## config.mk

```make
export PLATFORM = sky130hd
export DESIGN_NAME = offset_serial_port
export DESIGN_NICKNAME = d
export VERILOG_FILES = /design/src/rtl/ofs_pkg.sv /design/src/rtl/ofs_shift_chain.sv /design/src/rtl/ofs_read_seq.sv /design/src/rtl/offset_serial_port.sv
export SDC_FILE = /design/constraint.sdc
export NUM_CORES = 1
export LEC_CHECK = 0
export ABC_CLOCK_PERIOD_IN_PS = 4650
export BUFFER_PORTS_ARGS = -buffer_cell sky130_fd_sc_hd__buf_2
export CAP_MARGIN = 20
export CORE_MARGIN = 1
export CORE_UTILIZATION = 40
export CTS_CLUSTER_SIZE = 12
export DETAILED_ROUTE_END_ITERATION = 16
export GPL_ROUTABILITY_DRIVEN = 1
export GPL_TIMING_DRIVEN = 0
export PLACE_DENSITY_LB_ADDON = 0.15
export SYNTH_ARGS = -nofsm -noshare
export SYNTH_HDL_FRONTEND = slang
export SYNTH_SLANG_ARGS = --single-unit
```

## constraint.sdc

```tcl
create_clock -name clk -period 4.65 [get_ports clk]
set_input_delay 0.6975 -clock clk [delete_from_list [all_inputs] [get_ports clk]]
set_output_delay 0.6975 -clock clk [all_outputs]
set_load 0.02 [all_outputs]
```

## src/rtl/ofs_pkg.sv

```systemverilog
package ofs_pkg;
  // threshold width from the base top-bit index and the two mode flags
  function automatic int ofs_width(input int base_top, input bit ddr, input bit narrow);
    return base_top + 1 + (narrow ? 1 : 0) - (ddr ? 1 : 0);
  endfunction
endpackage

```

## src/rtl/ofs_shift_chain.sv

```systemverilog
module ofs_shift_chain #(
  parameter int W       = 16,
  parameter int RST_VAL = 7
) (
  input  logic           clk,
  input  logic           rst,
  input  logic           ld_en,
  input  logic           ld_bit,
  output logic [2*W-1:0] chain
);
  localparam logic [W-1:0] INIT = W'(RST_VAL);

  always_ff @(posedge clk) begin
    if (rst) begin
      chain <= {INIT, INIT};
    end else if (ld_en) begin
      // new bit enters the top of the full threshold, everything moves toward empty bit 0
      chain <= {ld_bit, chain[2*W-1:1]};
    end
  end
endmodule

```

## src/rtl/ofs_read_seq.sv

```systemverilog
module ofs_read_seq #(
  parameter int W = 16
) (
  input  logic           clk,
  input  logic           rst,
  input  logic           rd_en,
  input  logic           ld_en,
  input  logic [2*W-1:0] chain,
  output logic           rd_bit
);
  localparam int            LEN  = 2 * W;
  localparam int            PW   = $clog2(LEN);
  localparam logic [PW-1:0] LAST = PW'(LEN - 1);

  logic [PW-1:0] ptr;
  logic [PW-1:0] start;
  logic          rd_q;
  logic          fresh;

  assign fresh = rd_en && !rd_q;
  assign start = fresh ? '0 : ptr;

  always_ff @(posedge clk) begin
    if (rst) begin
      rd_q <= 1'b0;
    end else begin
      rd_q <= rd_en;
    end
  end

  always_ff @(posedge clk) begin
    if (rst) begin
      ptr    <= '0;
      rd_bit <= 1'b0;
    end else if (rd_en && !ld_en) begin
      rd_bit <= chain[start];
      ptr    <= (start == LAST) ? '0 : start + 1'b1;
    end else if (fresh) begin
      ptr <= '0;
    end
  end
endmodule

```

## src/rtl/offset_serial_port.sv

```systemverilog
module offset_serial_port #(
  parameter int BASE_TOP   = 15,
  parameter bit DDR_MODE   = 1'b0,
  parameter bit NARROW_BUS = 1'b0,
  parameter int RST_VAL    = 7,
  localparam int W = ofs_pkg::ofs_width(BASE_TOP, DDR_MODE, NARROW_BUS)
) (
  input  logic         clk,
  input  logic         rst,
  input  logic         ld_en,
  input  logic         ld_bit,
  input  logic         rd_en,
  output logic         rd_bit,
  output logic [W-1:0] empty_ofs,
  output logic [W-1:0] full_ofs
);
  logic [2*W-1:0] chain;

  ofs_shift_chain #(.W(W), .RST_VAL(RST_VAL)) u_chain (
    .clk(clk), .rst(rst), .ld_en(ld_en), .ld_bit(ld_bit), .chain(chain)
  );

  ofs_read_seq #(.W(W)) u_read (
    .clk(clk), .rst(rst), .rd_en(rd_en), .ld_en(ld_en), .chain(chain), .rd_bit(rd_bit)
  );

  assign empty_ofs = chain[W-1:0];
  assign full_ofs  = chain[2*W-1:W];
endmodule

```

### After elaboration in Yosys (flattened, before gate mapping)

Cells that the tools add are included.

| storage, ports and cells | value |
|---|---|
| flip-flop bits (word level) | 39 |
| bits of input ports | 5 |
| output and inout port bits | 33 |
| word-level logic and storage cells | 16 |

| operators by class | value |
|---|---|
| add/sub/neg operators | 1 |
| magnitude comparators | 1 |
| equality and inequality tests | 1 |
| multiplexer cells | 5 |
| reductions and logical operators | 4 |

Operators by type and width:

| kind | number |
|---|---|
| $mux W5 | 3 |
| $lt A5 B6 Y1 const B | 1 |
| $add A5 B1 Y5 const B | 1 |
| $bmux W1 S5 | 1 |
| $eq A5 B5 Y1 const B | 1 |
| $logic_and A1 B1 Y1 | 2 |
| $logic_not A1 Y1 | 2 |
| $mux W1 | 1 |

### Longest topological paths before layout

| logic depth | value |
|---|---|
| depth after elaboration | 6 |
| depth in mapped cells | 7 |
| depth with buffers taken out | 6 |

### By module

Synthesis repeated with hierarchy kept, for this count alone.

| unflattened totals | value |
|---|---|
| cell total of the unflattened synthesis | 191 |
| area total of the unflattened synthesis | 1930.6 um^2 |

Modules (own cells, without submodules):

| module | times used | cells each | area an instance (um^2) | seq. area each (um^2) |
|---|---|---|---|---|
| ofs_shift_chain | 1 | 103 | 1168.6 | 640.6 |
| ofs_read_seq | 1 | 88 | 762.0 | 140.1 |

### Worst setup path after synthesis

OpenSTA, ideal clock, no wires.

| timing path | value |
|---|---|
| kind | input to register |
| start point | input port rd_en |
| end point | register u_read.ptr[2] |
| setup time | 0.115 ns |
| arrival time | 1.729 ns |
| data required time | 4.535 ns |
| slack | 2.806 ns |
| stages on the path | 6 |
| path buffers | 1 |
| cells stage by stage | nand2b_1 -> clkbuf_1 -> and2_1 -> ha_1 -> nand2b_1 -> a2111oi_0 |

| on the way | value |
|---|---|
| longest elaborated chain between the ends | 5 |
| elaborated cells on any way between the ends | 7 |
| classes of those cells | 1 x add/sub; 1 x eq/ne; 3 x mux; 2 x reduce/logical |

RTL lines:

| item | line | source |
|---|---|---|
| start, declared | offset_serial_port.sv:12 | `input logic rd_en,` |
| $logic_and A1 B1 Y1 | ofs_read_seq.sv:20 | `assign fresh = rd_en && !rd_q;` |
| $mux W5 | n/a |  |
| $add A5 B1 Y5 / $eq A5 B5 Y1 (equally long branches) | ofs_read_seq.sv:37 | `ptr <= (start == LAST) ? '0 : start + 1'b1;` |
| $mux W5 | ofs_read_seq.sv:37 |  |
| $mux W5 * | ofs_read_seq.sv:35 | `end else if (rd_en && !ld_en) begin` |
| end signal, assigned | ofs_read_seq.sv:37 |  |
| end, declared | ofs_read_seq.sv:15 | `logic [PW-1:0] ptr;` |

Every way passes the cells marked *; elsewhere a longest branch is shown, timed or not.
A chain may end at the register's enable or synchronous reset.

### Final worst setup path

| timing path | value |
|---|---|
| start point | input port rd_en |
| end point | register u_read.rd_bit |

| on the way | value |
|---|---|
| longest elaborated chain between the ends | 4 |
| elaborated cells on any way between the ends | 5 |
| classes of those cells | 3 x mux; 2 x reduce/logical |

RTL lines:

| item | line | source |
|---|---|---|
| $logic_and A1 B1 Y1 | ofs_read_seq.sv:20 |  |
| $mux W5 | n/a |  |
| $bmux W1 S5 | ofs_read_seq.sv:36 | `rd_bit <= chain[start];` |
| $mux W1 (implied by the code) | ofs_read_seq.sv:36 |  |
| end signal, assigned | ofs_read_seq.sv:36 |  |
| end, declared | ofs_read_seq.sv:9 | `output logic rd_bit` |

Several ways; a longest one is shown, not always the timed one. The select of a mux whose other input is x is not followed.

==> results.json <==
{
  "outcome": "finished, final reports clean",
  "grt_first_pass_wirelength_microns": 6360,
  "cts_tree": "built",
  "drt_wl_total_microns": 3960,
  "post_cts_resized": 0,
  "cts_made_buffers": 5,
  "min-delay-start": "u_chain.chain[18]$_SDFFE_PP1P_",
  "powerDensity_nw_per_um2": 303,
  "clock_latency_ps": 280,
  "core_sq_um": 4140,
  "rsz0062_at_grt": "false",
  "layout-drive-gt1-share_pct": 24.8,
  "syn_to_final_growth_pct": 18.7,
  "cts_hold_buf": 0,
  "dp_hpwl_microns": 2840,
  "post_cts_buffers": 0,
  "fin_ws_ps": 2760,
  "max_slew_margin_pct": 59.8,
  "drtIter0Drc": 83,
  "whs_ps": 528,
  "die_h_microns": 69.0,
  "worst_slew_pin_slew_ps": 601,
  "period_share_pct": 40.6,
  "die_w_microns": 69.0,
  "antenna_found_initial": 0,
  "fin_cells": 276,
  "syn_inst": 182,
  "cellLeakagePower_nw": 0.975,
  "tns_ps": 0,
  "vias": 1468,
  "reg2reg_from": "u_read.ptr[2]$_SDFF_PP0_",
  "setup-violations-final": 0,
  "skew_ps": 2.07,
  "grt_max_degree": 12,
  "hold_class": "register to register",
  "cts.sinks": 39,
  "cp-end-kind": "register",
  "gr-usage-all-layers_pct": 18.6,
  "start_kind": "input pin",
  "htree_levels": 2,
  "syn-mean-instance-area_sq_um": 9.86,
  "nNetsFinal": 232,
  "layout_commonest_cell": "buf_2",
  "dpl_worst_slack_ps": 2490,
  "period_minus_slack_ps": 1890,
  "grt_pass1_vias": 1318,
  "fillers": 438,
  "cts_buffer_depth": 2,
  "drcViolationCount": 0,
  "worst_ep_required_time_ps": 4840,
  "yosys_register_bits": 39,
  "mostFrequentLayoutCells": "buf_2, dfxtp_1, nor2_1",
  "diodes": 0,
  "ios": 38,
  "vias_per_cell": 5.32,
  "die_area_sq_um": 4760,
  "worstPathArrival_ps": 2080,
  "drtAntennaViolNets": 0,
  "drv_slew": 0,
  "ys_warn_count": 0,
  "cts-root-buf": "clkbuf_8",
  "synthesis.area_sq_um": 1790,
  "vdd_drop_max_mv": 0.150,
  "row_count": 23,
  "initial_core_util_pct": 43.3,
  "finalWeightedCongestion": 0.819,
  "clk_pin_slew_worst_paths_ps": 70,
  "fmax_ghz": 0.529,
  "ys_types": 34,
  "drv_cap": 0,
  "ys_seq_area_share_pct": 43.5,
  "syn_nets": 188,
  "crit_path_start": "rd_en",
  "criticalPathCategory": "input pin to register",
  "crit_fanout": 8,
  "hold_violations": 0,
  "placedCellCount": 269,
  "grt_overflow": 0,
  "port_buffers": 37,
  "drt_pre_antenna_iters": 4,
  "wire_per_inst_microns": 14.3
}
worst max-delay path, cell delays in order:
cell	delay (ps)
buf_2	100
nor2b_1	500
o21ai_0	200
a31oi_1	240
a21oi_1	100
a211oi_1	240
cell usage after synthesis:
library cell,number,area (sq um)
mux4_1,3,78.8
nand2_1,5,18.8
a2111oi_0,1,8.76
o211ai_1,1,7.51
a32oi_1,2,17.5
a21oi_1,3,15.0
nor2_1,33,124
a211oi_1,2,15.0
buf_6,1,11.3
mux4_2,1,22.5
and2_1,1,6.26
mux2_1,1,11.3
a31oi_1,2,12.5
xor2_1,2,17.5
o21ai_0,4,20.0
inv_1,5,18.8
o22a_1,1,8.76
nand4_1,2,12.5
o21bai_1,1,7.51
mux2i_1,28,280
a41oi_1,1,8.76
ha_1,1,12.5
nand4b_1,1,8.76
a211o_1,6,52.6
nor2b_1,11,68.8
nor3_1,1,5.00
buf_2,6,30.0
a2111oi_2,1,15.0
dfxtp_1,39,781
nand2b_1,3,18.8
a221oi_1,1,8.76
clkbuf_1,7,26.3
nand3_1,2,10.0
mux2_2,3,33.8
cell families after synthesis:
logic type | synth area share (%)
AND/OR/NAND/NOR | 15.2
multiplexers | 23.8
AO/OA/AOI/OAI | 11.0
adder cells (fa/ha/maj) | 0.697
flip-flops | 43.5
XOR/XNOR | 0.976
buffers and inverters | 4.81
final cells by class:
type                    instances  area [sq um]  share of cell area, %
well taps                      50          62.6                   2.94
repair buffers                 37           185                   8.70
multi-input cells             124           927                   43.5
clock buffers                   6          82.6                   3.88
inverters                       5          18.8                  0.881
flip-flops and latches         39           781                   36.7
plain buffers                  14          67.6                   3.17
clock inverters                 1          5.00                  0.235
path summary, 6_finish.rpt:
kind,depth (start not counted),slack [ps],end
worst min register to register,1,530,u_chain.chain[17]$_SDFFE_PP1P_
worst min-delay path,1,530,u_chain.chain[17]$_SDFFE_PP1P_
worst max-delay path,6,2760,u_read.rd_bit$_SDFFE_PP0P_
worst max register to register,6,2910,u_read.rd_bit$_SDFFE_PP0P_
metrics by stage:
step	utilization, %	cell area, sq um	power, mW
3_5_place_dp	49.3	2040	0.428
2_1_floorplan	-	1790	0.407
3_3_place_gp	49.3	2040	0.428
4_1_cts	51.4	2130	0.652
6_report	51.4	2130	0.645
5_1_grt	51.4	2130	0.674
state kept, by name (all words and copies together) (netlist names):
| name | cells |
|---|---|
| u_chain.chain | 32 |
| u_read.ptr | 5 |
| u_read.rd_bit | 1 |
| u_read.rd_q | 1 |
layer usage:
metal,share of wire [%],routed length (microns),vias up,GRT usage (%)
met4,1.7,68,0,7.14
met2,44,1730,40,28.0
met3,4.4,176,9,3.95
met1,50,1980,688,25.9
met5,0,0,-,0
li1,-,-,731,-
report_power, final:
group | leakage [nW] | total [mW] | switching, mW | internal [mW]
clock | 0.0470 | 0.225 | 0.109 | 0.116
combinational | 0.611 | 0.0705 | 0.0416 | 0.0289
sequential | 0.317 | 0.349 | 0.00695 | 0.342
No activity file was read; power rests on OpenSTA's default activity.
